[src/rtl/spi_msg_pkg.sv]
package spi_msg_pkg;
  typedef enum logic [1:0] {
    MSG_FULL_DUPLEX = 2'd0,
    MSG_HALF_WRITE  = 2'd1,
    MSG_HALF_READ   = 2'd2,
    MSG_RESERVED    = 2'd3
  } msg_kind_e;

  typedef enum logic [1:0] {
    SEQ_IDLE,
    SEQ_LOAD,
    SEQ_SHIFT,
    SEQ_END
  } seq_state_e;

  localparam logic [3:0] A_CMD_LO  = 4'h0;
  localparam logic [3:0] A_CMD_HI  = 4'h1;
  localparam logic [3:0] A_MSG_LO  = 4'h2;
  localparam logic [3:0] A_MSG_HI  = 4'h3;
  localparam logic [3:0] A_TXD     = 4'h4;
  localparam logic [3:0] A_RXD     = 4'h5;
  localparam logic [3:0] A_STAT    = 4'h6;
  localparam logic [3:0] A_INT_ST  = 4'h7;
  localparam logic [3:0] A_INT_MSK = 4'h8;
  localparam logic [3:0] A_TX_TAIL = 4'h9;
  localparam logic [3:0] A_RX_TAIL = 4'hA;

  localparam int unsigned IRQ_W      = 5;
  localparam int unsigned IRQ_DONE   = 0;
  localparam int unsigned IRQ_RX_OVF = 1;
  localparam int unsigned IRQ_TX_UNF = 2;
  localparam int unsigned IRQ_TX_OVF = 3;
  localparam int unsigned IRQ_RX_UNF = 4;

  localparam int unsigned BYTE_W = 8;
  localparam int unsigned PRE_W  = 3;
endpackage

[src/rtl/spi_msg_fifo.sv]
module spi_msg_fifo #(
  parameter int unsigned DEPTH = 63,
  parameter int unsigned DW    = 8,
  localparam int unsigned PTR_W = (DEPTH > 1) ? $clog2(DEPTH) : 1,
  localparam int unsigned CNT_W = $clog2(DEPTH + 1)
) (
  input  logic             clk_i,
  input  logic             rst_ni,
  input  logic             flush_i,
  input  logic             push_i,
  input  logic [DW-1:0]    wdata_i,
  input  logic             pop_i,
  output logic [DW-1:0]    rdata_o,
  output logic [CNT_W-1:0] count_o,
  output logic             full_o,
  output logic             empty_o
);
  logic [DW-1:0]    mem [DEPTH];
  logic [PTR_W-1:0] wr_ptr, rd_ptr;
  logic [CNT_W-1:0] cnt;
  logic             do_push, do_pop;

  function automatic logic [PTR_W-1:0] ptr_next(input logic [PTR_W-1:0] p);
    return (p == PTR_W'(DEPTH - 1)) ? '0 : p + 1'b1;
  endfunction

  assign full_o  = (cnt == CNT_W'(DEPTH));
  assign empty_o = (cnt == '0);
  assign do_push = push_i & ~full_o & ~flush_i;
  assign do_pop  = pop_i & ~empty_o & ~flush_i;
  assign rdata_o = mem[rd_ptr];
  assign count_o = cnt;

  always_ff @(posedge clk_i or negedge rst_ni) begin
    if (!rst_ni) begin
      wr_ptr <= '0;
      rd_ptr <= '0;
      cnt    <= '0;
    end else if (flush_i) begin
      wr_ptr <= '0;
      rd_ptr <= '0;
      cnt    <= '0;
    end else begin
      if (do_push) wr_ptr <= ptr_next(wr_ptr);
      if (do_pop)  rd_ptr <= ptr_next(rd_ptr);
      cnt <= cnt + CNT_W'(do_push) - CNT_W'(do_pop);
    end
  end

  always_ff @(posedge clk_i) begin
    if (do_push) mem[wr_ptr] <= wdata_i;
  end


  full_hold_chk: assert property (@(posedge clk_i) disable iff (!rst_ni)
    (push_i && full_o && !pop_i && !flush_i) |=> (count_o == CNT_W'(DEPTH)));
endmodule

[src/rtl/spi_msg_seq.sv]
module spi_msg_seq
  import spi_msg_pkg::*;
#(
  parameter int unsigned CNT_W = 8,
  parameter int unsigned NDEV  = 4,
  localparam int unsigned DEV_W = (NDEV > 1) ? $clog2(NDEV) : 1,
  localparam int unsigned TOT_W = CNT_W + 1
) (
  input  logic              clk_i,
  input  logic              rst_ni,
  input  logic              abort_i,
  input  logic              start_i,
  input  msg_kind_e         kind_i,
  input  logic [CNT_W-1:0]  byte_cnt_i,
  input  logic [PRE_W-1:0]  pre_cnt_i,
  input  logic [DEV_W-1:0]  dev_i,
  input  logic              strobe_i,
  input  logic              miso_i,
  input  logic [BYTE_W-1:0] tx_byte_i,
  input  logic              tx_empty_i,
  output logic              tx_pop_o,
  output logic              tx_unf_o,
  output logic              rx_push_o,
  output logic [BYTE_W-1:0] rx_byte_o,
  output logic              done_o,
  output logic              busy_o,
  output logic              shifting_o,
  output logic              sclk_o,
  output logic              mosi_o,
  output logic [NDEV-1:0]   cs_n_o
);
  seq_state_e        state;
  msg_kind_e         kind_q;
  logic [TOT_W-1:0]  rem, total;
  logic [PRE_W-1:0]  pre_left;
  logic [DEV_W-1:0]  dev_q;
  logic [BYTE_W-1:0] tx_sh, rx_sh;
  logic [2:0]        bit_q;
  logic              sclk_q, store_q, out_phase;

  assign total = TOT_W'(byte_cnt_i) +
                 ((kind_i == MSG_HALF_READ) ? TOT_W'(pre_cnt_i) : TOT_W'(0));
  assign out_phase  = (kind_q != MSG_HALF_READ) || (pre_left != '0);
  assign tx_pop_o   = (state == SEQ_LOAD) && out_phase && !tx_empty_i;
  assign tx_unf_o   = (state == SEQ_LOAD) && out_phase && tx_empty_i;
  assign rx_push_o  = (state == SEQ_END) && store_q;
  assign rx_byte_o  = rx_sh;
  assign done_o     = ((state == SEQ_END) && (rem == TOT_W'(1))) ||
                      ((state == SEQ_IDLE) && start_i && (total == '0));
  assign busy_o     = (state != SEQ_IDLE);
  assign shifting_o = (state == SEQ_SHIFT);
  assign sclk_o     = sclk_q;
  assign mosi_o     = busy_o & tx_sh[BYTE_W-1];

  for (genvar d = 0; d < NDEV; d++) begin : g_cs
    assign cs_n_o[d] = !(busy_o && (dev_q == DEV_W'(d)));
  end

  always_ff @(posedge clk_i or negedge rst_ni) begin
    if (!rst_ni) begin
      state    <= SEQ_IDLE;
      kind_q   <= MSG_FULL_DUPLEX;
      rem      <= '0;
      pre_left <= '0;
      dev_q    <= '0;
      tx_sh    <= '0;
      rx_sh    <= '0;
      bit_q    <= '0;
      sclk_q   <= 1'b0;
      store_q  <= 1'b0;
    end else if (abort_i) begin
      state  <= SEQ_IDLE;
      sclk_q <= 1'b0;
    end else begin
      case (state)
        SEQ_IDLE: begin
          if (start_i && (total != '0)) begin
            kind_q   <= kind_i;
            dev_q    <= dev_i;
            rem      <= total;
            pre_left <= (kind_i == MSG_HALF_READ) ? pre_cnt_i : '0;
            state    <= SEQ_LOAD;
          end
        end
        SEQ_LOAD: begin
          tx_sh   <= (out_phase && !tx_empty_i) ? tx_byte_i : '0;
          store_q <= (kind_q == MSG_FULL_DUPLEX) ||
                     ((kind_q == MSG_HALF_READ) && (pre_left == '0));
          if ((kind_q == MSG_HALF_READ) && (pre_left != '0))
            pre_left <= pre_left - 1'b1;
          bit_q <= '0;
          state <= SEQ_SHIFT;
        end
        SEQ_SHIFT: begin
          if (strobe_i) begin
            if (!sclk_q) begin
              sclk_q <= 1'b1;
              rx_sh  <= {rx_sh[BYTE_W-2:0], miso_i};
            end else begin
              sclk_q <= 1'b0;
              if (bit_q == 3'd7) begin
                state <= SEQ_END;
              end else begin
                bit_q <= bit_q + 1'b1;
                tx_sh <= {tx_sh[BYTE_W-2:0], 1'b0};
              end
            end
          end
        end
        SEQ_END: begin
          rem   <= rem - 1'b1;
          state <= (rem == TOT_W'(1)) ? SEQ_IDLE : SEQ_LOAD;
        end
        default: state <= SEQ_IDLE;
      endcase
    end
  end


  cs_onehot_chk: assert property (@(posedge clk_i) disable iff (!rst_ni)
    $onehot0(~cs_n_o));

  sclk_idle_chk: assert property (@(posedge clk_i) disable iff (!rst_ni)
    (&cs_n_o) |-> !sclk_o);

  sclk_pace_chk: assert property (@(posedge clk_i) disable iff (!rst_ni)
    (!strobe_i && !abort_i) |=> $stable(sclk_o));
endmodule

[src/rtl/spi_msg_master.sv]
module spi_msg_master
  import spi_msg_pkg::*;
#(
  parameter int unsigned TX_DEPTH = 63,
  parameter int unsigned RX_DEPTH = 63,
  parameter int unsigned NDEV     = 4,
  localparam int unsigned DEV_W  = (NDEV > 1) ? $clog2(NDEV) : 1,
  localparam int unsigned TXC_W  = $clog2(TX_DEPTH + 1),
  localparam int unsigned RXC_W  = $clog2(RX_DEPTH + 1),
  localparam int unsigned MCNT_W = 8
) (
  input  logic            clk_i,
  input  logic            rst_ni,
  input  logic [3:0]      reg_addr_i,
  input  logic            reg_wr_i,
  input  logic            reg_rd_i,
  input  logic [7:0]      reg_wdata_i,
  output logic [7:0]      reg_rdata_o,
  output logic            irq_o,
  input  logic            shift_stb_i,
  output logic            sclk_o,
  output logic            mosi_o,
  input  logic            miso_i,
  output logic [NDEV-1:0] cs_n_o
);
  logic [MCNT_W-1:0] msg_cnt_q;
  msg_kind_e         msg_kind_q;
  logic [7:0]        cmd_hi_q;
  logic [DEV_W-1:0]  dev_q;
  logic [IRQ_W-1:0]  int_stat_q, int_mask_q, int_set, int_clr;

  logic              wr_cmd, cmd_hard, cmd_soft, cmd_start, flush;
  logic              tx_push, tx_pop, tx_full, tx_empty;
  logic              rx_push, rx_pop, rx_full, rx_empty;
  logic [7:0]        tx_head, rx_head, rx_in;
  logic [TXC_W-1:0]  tx_cnt;
  logic [RXC_W-1:0]  rx_cnt;
  logic              seq_unf, seq_done, seq_busy, seq_shift;

  assign wr_cmd    = reg_wr_i && (reg_addr_i == A_CMD_LO);
  assign cmd_hard  = wr_cmd && reg_wdata_i[2];
  assign cmd_soft  = wr_cmd && reg_wdata_i[1] && !reg_wdata_i[2];
  assign cmd_start = wr_cmd && reg_wdata_i[3] && !reg_wdata_i[2] && !reg_wdata_i[1];
  assign flush     = cmd_hard || cmd_soft;
  assign tx_push   = reg_wr_i && (reg_addr_i == A_TXD);
  assign rx_pop    = reg_rd_i && (reg_addr_i == A_RXD);

  spi_msg_fifo #(.DEPTH(TX_DEPTH), .DW(8)) u_tx_fifo (
    .clk_i, .rst_ni, .flush_i(flush),
    .push_i(tx_push), .wdata_i(reg_wdata_i), .pop_i(tx_pop),
    .rdata_o(tx_head), .count_o(tx_cnt), .full_o(tx_full), .empty_o(tx_empty)
  );

  spi_msg_fifo #(.DEPTH(RX_DEPTH), .DW(8)) u_rx_fifo (
    .clk_i, .rst_ni, .flush_i(flush),
    .push_i(rx_push), .wdata_i(rx_in), .pop_i(rx_pop),
    .rdata_o(rx_head), .count_o(rx_cnt), .full_o(rx_full), .empty_o(rx_empty)
  );

  spi_msg_seq #(.CNT_W(MCNT_W), .NDEV(NDEV)) u_seq (
    .clk_i, .rst_ni, .abort_i(flush), .start_i(cmd_start),
    .kind_i(msg_kind_q), .byte_cnt_i(msg_cnt_q), .pre_cnt_i(cmd_hi_q[PRE_W-1:0]),
    .dev_i(reg_wdata_i[4 +: DEV_W]), .strobe_i(shift_stb_i), .miso_i,
    .tx_byte_i(tx_head), .tx_empty_i(tx_empty), .tx_pop_o(tx_pop),
    .tx_unf_o(seq_unf), .rx_push_o(rx_push), .rx_byte_o(rx_in),
    .done_o(seq_done), .busy_o(seq_busy), .shifting_o(seq_shift),
    .sclk_o, .mosi_o, .cs_n_o
  );

  always_comb begin
    int_set = '0;
    int_set[IRQ_DONE]   = seq_done;
    int_set[IRQ_RX_OVF] = rx_push && rx_full;
    int_set[IRQ_TX_UNF] = seq_unf;
    int_set[IRQ_TX_OVF] = tx_push && tx_full;
    int_set[IRQ_RX_UNF] = rx_pop && rx_empty;
    int_clr = (reg_wr_i && (reg_addr_i == A_INT_ST)) ? reg_wdata_i[IRQ_W-1:0] : '0;
  end

  always_ff @(posedge clk_i or negedge rst_ni) begin
    if (!rst_ni) begin
      msg_cnt_q  <= '0;
      msg_kind_q <= MSG_FULL_DUPLEX;
      cmd_hi_q   <= '0;
      dev_q      <= '0;
      int_stat_q <= '0;
      int_mask_q <= '0;
    end else if (cmd_hard) begin
      msg_cnt_q  <= '0;
      msg_kind_q <= MSG_FULL_DUPLEX;
      cmd_hi_q   <= '0;
      dev_q      <= '0;
      int_stat_q <= '0;
      int_mask_q <= '0;
    end else begin
      int_stat_q <= (int_stat_q & ~int_clr) | int_set;
      if (reg_wr_i) begin
        case (reg_addr_i)
          A_CMD_LO:  dev_q      <= reg_wdata_i[4 +: DEV_W];
          A_CMD_HI:  cmd_hi_q   <= reg_wdata_i;
          A_MSG_LO:  msg_cnt_q  <= reg_wdata_i;
          A_MSG_HI:  msg_kind_q <= msg_kind_e'(reg_wdata_i[7:6]);
          A_INT_MSK: int_mask_q <= reg_wdata_i[IRQ_W-1:0];
          default: ;
        endcase
      end
    end
  end

  always_comb begin
    case (reg_addr_i)
      A_CMD_LO:  reg_rdata_o = 8'(dev_q) << 4;
      A_CMD_HI:  reg_rdata_o = cmd_hi_q;
      A_MSG_LO:  reg_rdata_o = msg_cnt_q;
      A_MSG_HI:  reg_rdata_o = {msg_kind_q, 6'b0};
      A_RXD:     reg_rdata_o = rx_empty ? 8'h00 : rx_head;
      A_STAT:    reg_rdata_o = {4'b0, seq_shift, seq_busy, rx_empty, 1'b0};
      A_INT_ST:  reg_rdata_o = 8'(int_stat_q);
      A_INT_MSK: reg_rdata_o = 8'(int_mask_q);
      A_TX_TAIL: reg_rdata_o = 8'(tx_cnt);
      A_RX_TAIL: reg_rdata_o = 8'(rx_cnt);
      default:   reg_rdata_o = 8'h00;
    endcase
  end

  assign irq_o = |(int_stat_q & int_mask_q);


  w1c_done_chk: assert property (@(posedge clk_i) disable iff (!rst_ni)
    (reg_wr_i && (reg_addr_i == A_INT_ST) && reg_wdata_i[IRQ_DONE] && !seq_done)
    |=> !int_stat_q[IRQ_DONE]);

  soft_flush_chk: assert property (@(posedge clk_i) disable iff (!rst_ni)
    cmd_soft |=> (tx_empty && rx_empty && !seq_busy));
endmodule

[config.mk]
export PLATFORM = sky130hd
export DESIGN_NAME = spi_msg_master
export DESIGN_NICKNAME = d
export VERILOG_FILES = /design/src/rtl/spi_msg_pkg.sv /design/src/rtl/spi_msg_fifo.sv /design/src/rtl/spi_msg_seq.sv /design/src/rtl/spi_msg_master.sv
export SDC_FILE = /design/constraint.sdc
export NUM_CORES = 1
export LEC_CHECK = 0
export BUFFER_PORTS_ARGS = -buffer_cell sky130_fd_sc_hd__buf_2
export CAP_MARGIN = 30
export CORE_ASPECT_RATIO = 0.5
export CORE_UTILIZATION = 28
export CTS_CLUSTER_DIAMETER = 50
export CTS_CLUSTER_SIZE = 20
export DETAILED_ROUTE_END_ITERATION = 16
export PLACE_DENSITY = 0.49
export SETUP_SLACK_MARGIN = 0.2
export SLEW_MARGIN = 40
export SYNTH_ARGS = -nofsm -noshare
export SYNTH_HDL_FRONTEND = slang
export SYNTH_SLANG_ARGS = --single-unit
[constraint.sdc]
create_clock -name clk_i -period 3.34 [get_ports clk_i]
set_input_delay 0.835 -clock clk_i [delete_from_list [all_inputs] [get_ports clk_i]]
set_output_delay 0.835 -clock clk_i [all_outputs]
set_load 0.01 [all_outputs]
Yosys cells after proc, flatten, opt, wreduce, memory -nomap -nowiden
Memories as Yosys holds them, arrays and structs flattened.
Index checks and enable logic that the tools add are counted.
{ "word_totals": {"regBits": 105, "ramBits": 1008, "input_bits": 18, "out_inout_bits": 15, "wordCells": 234, "memories": 2} }
{ "mem_list": {"columns": ["memory", "depth", "word_bits", "rd", "rd_ports_with_merged_regs", "wr", "line_no", "text"], "rows": [
  ["u_rx_fifo.mem", 63, 8, 1, 0, 1, "spi_msg_fifo.sv:18", "logic [DW-1:0] mem [DEPTH];"],
  ["u_tx_fifo.mem", 63, 8, 1, 0, 1, "spi_msg_fifo.sv:18", null]
]} }
{ "op_classes": {"addsub": 12, "eq_ne": 36, "n_mux": 64, "n_bitwise": 19, "reduce_logical": 79} }
{ "op_table": {"columns": ["operator", "count"], "rows": [
  ["$mux W8", 11],
  ["$mux W6", 14],
  ["$pmux W8 S10", 1],
  ["$eq A6 B6 Y1 const B", 6],
  ["$reduce_bool A2 Y1", 16],
  ["$logic_and A1 B1 Y1", 28],
  ["$mux W5", 5],
  ["$add A6 B1 Y6 const B", 4],
  ["$mux W2", 11],
  ["$mux W3", 7],
  ["$pmux W9 S2", 1],
  ["$eq A4 B3 Y1 const B", 4],
  ["$pmux W8 S2", 1],
  ["$reduce_and A2 Y1", 7],
  ["$add A6 B1 Y6", 2],
  ["$eq A2 B2 Y1 const B", 6],
  ["$eq A4 B4 Y1 const B", 3],
  ["$logic_not A6 Y1", 2],
  ["$pmux W3 S2", 2],
  ["$reduce_and A4 Y1", 3],
  ["$sub A6 B1 Y6", 2],
  ["$and A5 B5 Y5", 2],
  ["$ne A2 B2 Y1 const B", 5],
  ["$add A8 B9 Y9", 1],
  ["other kinds (30)", 66]
]} }

Logic depth before layout (Yosys ltp)
Gate-level depths: netlist of the first run.
{ "logic_depth": {"ltp_word": 10, "ltp_mapped": 17, "mapped_depth_nobuf": 16} }

Modules after synthesis
A second synthesis of the first run with hierarchy kept.
{ "unflattened": {"cells_unflattened": 2684, "area_unflattened_um2": 46442.0} }
{ "by_module_without_submodules": {"columns": ["mod", "instances", "cells_per_inst", "area_per_inst_um2", "seq_area_each_um2"], "rows": [
  ["spi_msg_fifo", 2, 1105, 21001.4, 15584.9],
  ["spi_msg_seq", 1, 275, 2548.7, 975.9],
  ["spi_msg_master", 1, 199, 1890.6, 750.7]
]} }

Worst setup path after synthesis of the first run
OpenSTA, ideal clock, no wires.
{ "synth_timing": {"path_kind": "input -> register", "startpoint": "in reg_addr_i[3]", "endpoint": "reg u_tx_fifo.cnt[4], in the netlist u_tx_fifo.count_o[4]", "setup_ns": 0.132, "arrival_time_ns": 3.213, "t_required_ns": 3.208, "path_slack_ns": -0.005, "cell_stages": 15, "n_path_buf": 1, "path_cell_list": "or3b_1 > buf_2 > nor4_4 > nor2_1 > ha_1 > inv_1 > ha_1 > inv_1 > fa_1 > inv_1 > a21oi_1 > nor2_1 > nor2_1 > xor2_1 > nor2_1"} }
{ "synth_between": {"elab_chain_len": 10, "word_cells_on_any_way": 15, "classes_between": "add/sub (2); eq/ne (1); mux (1); bitwise (4); reduce/logical (7)"} }
{ "synth_rtl": {"columns": ["element", "line_no", "text"], "rows": [
  ["from (decl)", "spi_msg_master.sv:14", "input logic [3:0] reg_addr_i,"],
  ["$logic_not A4 Y1", "spi_msg_master.sv:40", "assign wr_cmd = reg_wr_i && (reg_addr_i == A_CMD_LO);"],
  ["$logic_and A1 B1 Y1", "spi_msg_master.sv:40", null],
  ["$logic_and A1 B1 Y1 (2 in series)", "spi_msg_master.sv:42", "assign cmd_soft = wr_cmd && reg_wdata_i[1] && !reg_wdata_i[2];"],
  ["$logic_or A1 B1 Y1", "spi_msg_master.sv:44", "assign flush = cmd_hard || cmd_soft;"],
  ["$not A1 Y1 (no source line)", null, null],
  ["$and A1 B1 Y1", "spi_msg_fifo.sv:29", "assign do_push = push_i & ~full_o & ~flush_i;"],
  ["$add A6 B1 Y6", "spi_msg_fifo.sv:46", "cnt <= cnt + CNT_W'(do_push) - CNT_W'(do_pop);"],
  ["$sub A6 B1 Y6", "spi_msg_fifo.sv:46", null],
  ["$mux W6 (*)", "spi_msg_fifo.sv:39", "end else if (flush_i) begin"],
  ["to (signal assigned)", "spi_msg_fifo.sv:46", null],
  ["to (decl)", "spi_msg_fifo.sv:20", "logic [CNT_W-1:0] cnt;"]
]} }
Every way passes the cells marked *; elsewhere a longest branch is shown, timed or not.
A chain may end at the register's enable or synchronous reset.

Worst setup path in the final report of the first run
{ "layout_timing": {"startpoint": "reg u_rx_fifo.rd_ptr[0]", "endpoint": "out reg_rdata_o[3]"} }
{ "layout_between": {"elab_chain_len": 3} }
{ "layout_rtl": {"columns": ["element", "line_no", "text"], "rows": [
  ["from (decl)", "spi_msg_fifo.sv:19", "logic [PTR_W-1:0] wr_ptr, rd_ptr;"],
  ["from (signal assigned)", "spi_msg_fifo.sv:45", "if (do_pop) rd_ptr <= ptr_next(rd_ptr);"],
  ["$mem_v2 Z63 W8", null, null],
  ["$mux W8", "spi_msg_master.sv:116", "A_RXD: reg_rdata_o = rx_empty ? 8'h00 : rx_head;"],
  ["$pmux W8 S10", "spi_msg_master.sv:111", "case (reg_addr_i)"],
  ["to (decl)", "spi_msg_master.sv:18", "output logic [7:0] reg_rdata_o,"]
]} }
No other way between the ends.

==> run metrics, run 1 <==
drt wl/cell 22.9 um; cell taking the most area after synthesis edfxtp_1; Starting Density 28.3%; critical setup path kind reg2out; layout cells sized above 1 32.6%; die footprint 165000 um^2; sequential cell area fraction in the yosys report 72.1%; Max IR drop VDD 406 uV; flop2flop setup slack 0.14 ns; Max FO, Critical Path 7; initial antenna violation count 5; H-tree depth 3; DRC 0; Clock Skews 0.0272 ns; most frequent cells in the layout edfxtp_1, buf_4, mux4_2; Leak 18.2 nW; DRT iter0 DRCs 2069; setup TNS -5.48 ns; final std cells w/o fill 5173; Area growth, synth to finish 20.9%; first drt pass iteration count 6; worst r2r src u_rx_fifo.count_o[3]; commonest non-fill, non-tap cell in the layout edfxtp_1; syn nets 2603; HPWL Detailed 77900 um; Inst Count DP 4959; Hold Crit Class in2async; CTS Buffer Depth 3; Slew headroom 46.2%; number of synthesized register bits 1113; predominant post-synthesis flop cell edfxtp_1; outcome complete, but fails checks; Core Area 161000 um^2; syn_area_per_cell 18.0 um^2; # rows 104; Die Width 573 um; synth warn 0; GRT overflow 0; hold buffer count at cts 0; Hold Violations, Final 0; count of input and output buffers 32; period utilisation layout 123%; number of enable flip-flop cells after synthesis 1008; total CTS buffers 97; Tightest Pin Transition 0.807 ns; Setup WS post-layout -0.753 ns; CP startpoint kind flip-flop; first-pass GRT wire length 175000 um; CP startpoint u_rx_fifo.rd_ptr[0]; top cell type's share of synthesized area 66.3%; max_cap viols 0; largest net degree at the start of global routing 66; Total GRT Usage 14.3%; final instance area 55200 um^2; fin crit period 4.09 ns; Placed Instance Area 51000 um^2; vias 24626; CTS tree built; Clock Sinks 1113; RSZ-0062 raised after global routing yes; Final Power 39.3 mW; routability-driven placement congestion ratio 0.829; critical path required time 2.50 ns; Die Height 288 um; via-per-instance ratio 4.76; failing checks negative setup slack; Power Density 712 nW/um^2; Distinct cells, synth 79; Worst Path Arrival 3.26 ns; Max Slew Vio Count 0; Fmax achieved 244 MHz; most area-consuming cells after synthesis edfxtp_1, mux4_2, dfrtp_1; ANT cells 0; Layout Nets 2982; Crit. End Element output pin; final WL 119000 um; CTS clock-pin slew for the worst setup and hold paths 0.08 ns; Ports 33; Final setup viols 8; CTS root buf clkbuf_16; WHS 0.0946 ns; synthesized area 45700 um^2; vias in the first global route 25302; Post-synth ARST share 9.43%; worst-skew pair later-pin latency 0.71 ns; Syn Inst Count 2541; DRT antenna net count 0
[state kept, by name (all words and copies together), names as in the netlist, 3 cells and up]
name / cells
cmd_hi_q: 8
int_mask_q: 5
int_stat_q: 5
msg_cnt_q: 8
u_rx_fifo.count_o: 6
u_rx_fifo.mem: 504
u_rx_fifo.rd_ptr: 6
u_rx_fifo.wr_ptr: 6
u_seq.bit_q: 3
u_seq.pre_left: 3
u_seq.rem: 9
u_seq.rx_byte_o: 8
u_seq.tx_sh: 8
u_tx_fifo.count_o: 6
u_tx_fifo.mem: 504
u_tx_fifo.rd_ptr: 6
u_tx_fifo.wr_ptr: 6
[critical path, stage by stage (launching register included)]
cell     delay [ns]
dfrtp_4        0.51
buf_12         0.16
buf_8          0.13
buf_12         0.14
mux4_2         0.42
mux4_2         0.52
nand2_2        0.09
nand2_2        0.07
a211o_4        0.37
buf_6          0.14
[logic make-up (layout without fill, tap and decap cells)]
family          count (synthesis)  in the layout  synth area share [%]
compound gates                268            268                  3.83
xor+xnor                       23             23                 0.441
fa+ha+maj                      44             44                  1.26
buf+inv                       178            637                  1.68
flops                        1113           1113                  72.1
mux                           358            358                  15.0
simple gates                  557            557                  5.77
[cells in the mapped netlist, types with 4 or more instances]
| master | number |
|---|---|
| o211ai_1 | 13 |
| ha_1 | 41 |
| nand4_1 | 13 |
| nor4_1 | 4 |
| o22ai_1 | 7 |
| dfrtp_1 | 105 |
| a31oi_1 | 10 |
| o21ai_0 | 69 |
| and3_1 | 8 |
| nor3_1 | 15 |
| edfxtp_1 | 1008 |
| nor2b_1 | 29 |
| mux2i_1 | 65 |
| clkbuf_1 | 67 |
| xnor2_1 | 9 |
| inv_1 | 46 |
| buf_4 | 15 |
| mux4_2 | 256 |
| or3_1 | 9 |
| buf_1 | 14 |
| mux2_2 | 37 |
| nand2b_1 | 13 |
| a221oi_1 | 4 |
| o31ai_1 | 6 |
| nor3b_1 | 6 |
| a21oi_1 | 55 |
| nor2_1 | 217 |
| xor2_1 | 14 |
| nand3b_1 | 14 |
| nand2_1 | 129 |
| nand3_1 | 57 |
| a22oi_1 | 53 |
| a21o_1 | 4 |
| buf_2 | 34 |
| and2_1 | 20 |
[layout make-up]
cell class | count | area (um^2)
inverter | 48 | 183
multi-input combinational | 1250 | 12300
timing repair buffer | 410 | 3560
fill | 15301 | 106000
clock buffer | 103 | 2520
tap | 2173 | 2720
sequential | 1113 | 32900
clock inverter | 76 | 928
[layer usage]
layer / share of wire (%) / up-vias / track usage (%)
met3: 5.0 / 145 / 2.61
li1: - / 10938 / -
met2: 48 / 577 / 23.5
met4: 2.0 / 0 / 3.27
met1: 45 / 12966 / 19.8
met5: 0 / - / 0
[metrics by stage]
step	utilization, %	worst slack, ns
2_1_floorplan	-	0.109
5_1_grt	34.2	-0.922
6_report	34.2	-0.753
3_3_place_gp	31.6	-0.481
3_5_place_dp	31.6	-0.441
4_1_cts	34.0	-0.816
[worst paths after layout]
check                                            end  cells after the start
worst min-delay path                  u_seq.dev_q[0]                      1
worst max-delay path                  reg_rdata_o[3]                      9
min in group clk_i                u_seq.rx_byte_o[0]                      2
max in group asynchronous         u_seq.rx_byte_o[2]                      2
worst min register to register        u_seq.bit_q[2]                      2
worst max register to register  u_rx_fifo.count_o[5]                     25
[timing repair]
item                                    in CTS  in global routing
gates cloned                                 0                  2
endpoints found under the setup margin      26                 36
gates resized for setup                     66                 44
pin swaps                                   15                 19
setup buffers                               29                  4
[power by group]
group / internal, mW / switching [mW]
Combinational: 4.78 / 4.96
Clock: 6.25 / 5.87
Sequential: 16.2 / 1.24
Total: 27.2 / 12.1
Note: power is estimated with default switching activity, not from simulation.
==> inputs of run 2 (changes only) <==
Settings changed: CELL_PAD_IN_SITES_DETAIL_PLACEMENT set to 0, CELL_PAD_IN_SITES_GLOBAL_PLACEMENT set to 2, PLACE_DENSITY 0.49 to 0.57.
==> run 2 against run 1 <==
  * The flow still finishes with violations (negative setup slack)
  * Register-to-register slack improved by 0.21 ns
  * Clock skew fell by 0.00089 ns
  * Wire length rose by 4.4%
  * Sequential share of layout area fell by 0.32 points
  * Final area rose by 0.53%
  * Fmax fell by 1.5%
  * Non-clock buffer count fell by 25
  * Largest power group unchanged
  * Highest routed layer unchanged
==> run metrics, run 2 (synthesized netlist as in run 1, its figures left out) <==
outcome complete, but fails checks; failing checks negative setup slack; CTS tree built; post-place setup slack -0.499 ns (-0.0585 ns); Top delay family on crit path multiplexers; CTS root buf clkbuf_16; vias 24676 (+0.20%); Inst Count DP 4938 (-0.42%); Layout Nets 2963 (-0.64%); HPWL Detailed 81900 um (+5.2%); Slew headroom 27.0% (-19 points); CP max stage delay 0.50 ns (-0.02 ns); critical path required time 2.50 ns (about the same); Area growth, synth to finish 21.5%; Setup WS post-layout -0.815 ns (-0.0617 ns); final instance area 55500 um^2 (+0.53%); CTS Buffer Depth 3 (unchanged); Max IR drop VDD 403 uV (-0.76%); final WL 124000 um (+4.4%); # rows 104 (unchanged); Starting Density 28.3% (unchanged); Ports 33 (unchanged); CP most frequent cell buf_12; Hold Crit Class in2async; Hold Violations, Final 0 (unchanged); DRC 0 (unchanged); GRT overflow 0 (unchanged); worst-skew pair later-pin latency 0.72 ns (about the same); max_cap viols 0 (unchanged); die footprint 165000 um^2 (unchanged); commonest non-fill, non-tap cell in the layout edfxtp_1; vias in the first global route 25132 (-0.67%); first-pass GRT wire length 180000 um (+2.8%); area of the multi-input gates 12600 um^2 (+1.9%); fin util 34.4% (+0.18 points); largest net degree at the start of global routing 66 (unchanged); Die Width 573 um (unchanged); WHS 0.0848 ns (-0.00975 ns); routability-driven placement congestion ratio 0.793 (-4.3%); Crit. End Element output pin; Clock Skews 0.0263 ns (-0.000895 ns); initial antenna violation count 4 (-1); H-tree depth 3 (unchanged); Die Height 288 um (unchanged); DRT antenna net count 0 (unchanged); Fmax achieved 241 MHz (-1.5%); DRT iter0 DRCs 2166 (+4.7%); final std cells w/o fill 5166 (-0.14%); period utilisation layout 124% (+1.8 points); Core Area 161000 um^2 (unchanged); FF/Latch Area 32900 um^2 (about the same); Worst Path Arrival 3.32 ns (+0.06 ns); Final Power 40.0 mW (+1.6%); critical setup path kind reg2out; Max FO, Critical Path 7 (unchanged); Power Density 720 nW/um^2 (+1.1%); setup TNS -6.07 ns (-0.591 ns); Leak 18.2 nW (about the same); Final setup viols 8 (unchanged); via-per-instance ratio 4.78 (+0.34%); total CTS buffers 103 (+6.2%); Tightest Pin Transition 1.09 ns (+0.283 ns); Total GRT Usage 15.0% (+0.63 points); first drt pass iteration count 5 (-1); RSZ-0062 raised after global routing yes; FILL cells 15414 (+0.74%); count of input and output buffers 32 (unchanged); CTS clock-pin slew for the worst setup and hold paths 0.07 ns (about the same); Placed Instance Area 50900 um^2 (-0.22%); fin crit period 4.16 ns (+0.0617 ns); CP Buf/Inv Count 6 (+2); cells along the critical path buf_12 > buf_12 > buf_12 > buf_12 > mux4_2 > mux4_2 > a21oi_4 > o2111ai_4 > buf_6 > buf_6; Max Slew Vio Count 0 (unchanged); layout cells sized above 1 32.9% (+0.27 points); CP startpoint kind flip-flop; Largest regs u_rx_fifo.mem: 504 flops, u_tx_fifo.mem: 504 flops, u_seq.rem: 9 flops; drt wl/cell 24.0 um (+4.5%); most frequent cells in the layout edfxtp_1, buf_4, mux4_2; slowest CP cell dfrtp_4; Clock Sinks 1113 (unchanged)
-- run 2: cell types whose count changed in the layout (fill, tap and decap cells not counted), sizes merged, moves of 10 or more --
cell | before | now
inv | 87 | 75
clkbuf | 105 | 115
clkinv | 26 | 38
buf | 408 | 385
-- run 2: repair_timing --
item | 4_1_cts | 5_1_grt
resized for setup | 54 | 67
hold buffers | 0 | 0
setup buffers | 19 | 9
pin swaps | 18 | 31
gates cloned | 3 | 0
setup endpoints to repair | 26 | 221
-- run 2: worst paths after layout --
kind	endpoint	slack [ns]	startpoint	depth (start not counted)
setup reg to reg	u_rx_fifo.mem[18][6]	0.35	u_rx_fifo.count_o[3]	11
setup / recovery	reg_rdata_o[4]	-0.82	u_rx_fifo.rd_ptr[0]	10
min in group clk_i	u_seq.rx_byte_o[0]	0.42	miso_i	2
max in group asynchronous	cmd_hi_q[0]	2.48	rst_ni	2
hold reg to reg	u_seq.bit_q[2]	0.49	u_seq.bit_q[2]	2
hold / removal	u_seq.dev_q[1]	0.08	rst_ni	1
-- run 2: cell type report --
type                            count  share of cell area (%)
Timing Repair Buffer              385                    6.10
Sequential cell                  1113                    59.4
Clock inverter                     80                    1.75
Clock buffer                      115                    4.90
Antenna cell                        2                 0.00902
Multi-Input combinational cell   1250                    22.7
Inverter                           48                   0.325
Tap cell                         2173                    4.90
-- run 2: report_power, final --
part | internal [mW] | switching (mW) | total [mW] | leakage, nW
combinational | 4.68 | 5.27 | 9.95 | 6.04
sequential | 16.2 | 1.06 | 17.3 | 10.4
clock | 6.73 | 5.99 | 12.7 | 1.77
-- run 2: metal layers --
metal / part of all wire, % / vias to the layer above / track usage, % / routed length [um]
met5: 0 / - / 0 / 0
li1: - / 10892 / - / -
met1: 46 / 13099 / 21.1 / 57500
met3: 4.1 / 161 / 2.38 / 5040
met2: 47 / 524 / 24.2 / 58500
met4: 2.2 / 0 / 3.71 / 2740
==> inputs of run 3 (changes only) <==
Settings changed: CAP_MARGIN 30 to 10, CORE_ASPECT_RATIO 0.5 to 0.8, TNS_END_PERCENT set to 10.
==> run 3 against run 2 <==
  * Non-clock buffer count rose by 30
  * Worst hold slack improved by 0.30 ns
  * The flow still finishes with violations (negative setup slack)
  * Wire length rose by 2.1%
  * Fmax rose by 1.0%
  * Sequential share of layout area fell by 0.094 points
  * Final cell count rose by 0.15%
  * Total power rose by 1.9%
  * Combinational power fell by 1%
  * First-iteration DRC count fell by 9.4%
==> run metrics, run 3 (synthesized netlist as in run 1, its figures left out) <==
outcome complete, but fails checks; failing checks negative setup slack; Tightest Pin Transition 0.828 ns (-0.262 ns); Slew headroom 44.8% (+18 points); # rows 132 (+27%); CTS Buffer Depth 3 (unchanged); Hold Startpoint miso_i; Final Power 40.7 mW (+1.9%); Worst Path Arrival 3.28 ns (-0.04 ns); via-per-instance ratio 4.82 (+0.84%); RSZ-0062 raised after global routing yes; Clock Sinks 1113 (unchanged); commonest non-fill, non-tap cell in the layout edfxtp_1; CTS root buf clkbuf_16; setup TNS -5.77 ns (+0.300 ns); Ports 33 (unchanged); Starting Density 28.2% (-0.087 points); critical path required time 2.50 ns (about the same); vias in the first global route 25701 (+2.3%); CP most frequent cell buf_4; critical setup path kind reg2out; Hold Crit Class in2reg; Max IR drop VDD 521 uV (+29%); vias 24922 (+1.0%); DRC 0 (unchanged); final WL 126000 um (+2.1%); Max Slew Vio Count 0 (unchanged); Area growth, synth to finish 21.7%; fin crit period 4.11 ns (-0.0423 ns); HPWL Detailed 85600 um (+4.5%); period utilisation layout 123% (-1.3 points); Max FO, Critical Path 17 (+10); worst r2r src u_rx_fifo.count_o[5]; WHS 0.381 ns (+0.296 ns); Die Width 453 um (-21%); first drt pass iteration count 5 (unchanged); slowest CP cell dfrtp_4; Power Density 733 nW/um^2 (+1.8%); Layout Nets 2998 (+1.2%); CP max stage delay 0.51 ns (about the same); Final setup viols 8 (unchanged); layout cells sized above 1 32.6% (-0.32 points); FF/Latch Area 32900 um^2 (unchanged); count of input and output buffers 32 (unchanged); DRT iter0 DRCs 1963 (-9.4%); Total GRT Usage 15.4% (+0.38 points); Crit. End Element output pin; fin util 34.3% (-0.052 points); CTS tree built; routability-driven placement congestion ratio 0.790 (-0.37%); cells along the critical path buf_12 > buf_4 > mux4_2 > a22oi_1 > a21oi_1 > o21ai_1 > buf_4 > o211ai_1 > buf_2; DRT antenna net count 0 (unchanged); Hold Violations, Final 0 (unchanged); CP startpoint u_rx_fifo.rd_ptr[0]; Setup WS post-layout -0.773 ns (+0.0423 ns); initial antenna violation count 2 (-2); GRT overflow 0 (unchanged); total CTS buffers 108 (+4.9%); area of the multi-input gates 12300 um^2 (-2.4%); CP startpoint kind flip-flop; Largest regs u_rx_fifo.mem: 504 flops, u_tx_fifo.mem: 504 flops, u_seq.rem: 9 flops; worst-skew pair later-pin latency 0.74 ns (+0.02 ns); drt wl/cell 24.4 um (+2.0%); final instance area 55600 um^2 (+0.16%); CTS clock-pin slew for the worst setup and hold paths 0.07 ns (about the same); die footprint 165000 um^2 (about the same); Inst Count DP 4956 (+0.36%); largest net degree at the start of global routing 54 (-18%); Core Area 162000 um^2 (+0.31%); H-tree depth 3 (unchanged); FILL cells 15334 (-0.52%); Die Height 363 um (+26%); Clock Skews 0.0551 ns (+0.0288 ns); max_cap viols 0 (unchanged); ANT cells 0 (-2); Leak 18.5 nW (+1.3%); first-pass GRT wire length 184000 um (+2.5%); Placed Instance Area 51100 um^2 (+0.39%); final std cells w/o fill 5174 (+0.15%); post-place setup slack -0.323 ns (+0.177 ns); Fmax achieved 243 MHz (+1.0%); most frequent cells in the layout edfxtp_1, buf_4, mux4_2
[run 3: cell types whose count changed in the layout (fill, tap and decap cells not counted), moves of 4 or more]
cell / before / now
buf_16: 6 / 1
nor2_4: 18 / 0
bufinv_16: 7 / 12
nor2_1: 183 / 207
nor2_2: 16 / 10
inv_8: 7 / 12
clkbuf_1: 7 / 2
buf_6: 16 / 4
clkbuf_16: 107 / 111
nor2b_1: 23 / 27
buf_4: 304 / 346
[run 3: final cells by class]
class / instances / share of cell area, %
clock inverter: 91 / 2.24
tap: 2144 / 4.83
clock buffer: 113 / 5.01
inverter: 48 / 0.324
sequential: 1113 / 59.3
timing repair buffer: 415 / 6.26
multi-input combinational: 1250 / 22.1
[run 3: repair_timing]
action,CTS,global route
cloned,2,0
setup endpoints to repair,26,34
endpoints found under the hold margin,20,0
setup buffers,6,5
resized for setup,49,20
hold buffers,1,0
pin swaps,8,12
[run 3: path summary, 6_finish.rpt]
path | endpoint | slack, ns | depth (start not counted)
worst min-delay path | u_seq.rx_byte_o[0] | 0.38 | 2
worst min register to register | u_seq.tx_sh[1] | 0.48 | 2
min in group asynchronous | u_seq.tx_sh[5] | 0.57 | 2
worst max-delay path | reg_rdata_o[5] | -0.77 | 9
worst max register to register | u_rx_fifo.count_o[4] | 0.20 | 18
max in group asynchronous | u_rx_fifo.rd_ptr[0] | 1.84 | 3
[run 3: power by group]
part	switching, mW	total [mW]	internal [mW]
clock network	6.17	13.5	7.36
registers	1.14	17.4	16.2
logic	5.19	9.85	4.65
total	12.5	40.7	28.2
[run 3: worst max-delay path, delay by kind of cell, from the launching register on]
kind	cells	cell delay (ns)
buf+inv	4	0.73
flops	1	0.51
compound gates	4	0.78
mux	1	0.51
[run 3: routing by layer]
layer,GRT usage (%),wire length [um],up-vias
met5,0,0,-
met4,3.32,2280,0
met3,2.08,4310,138
met2,23.8,58100,503
met1,22.8,61700,13323
li1,-,-,10958
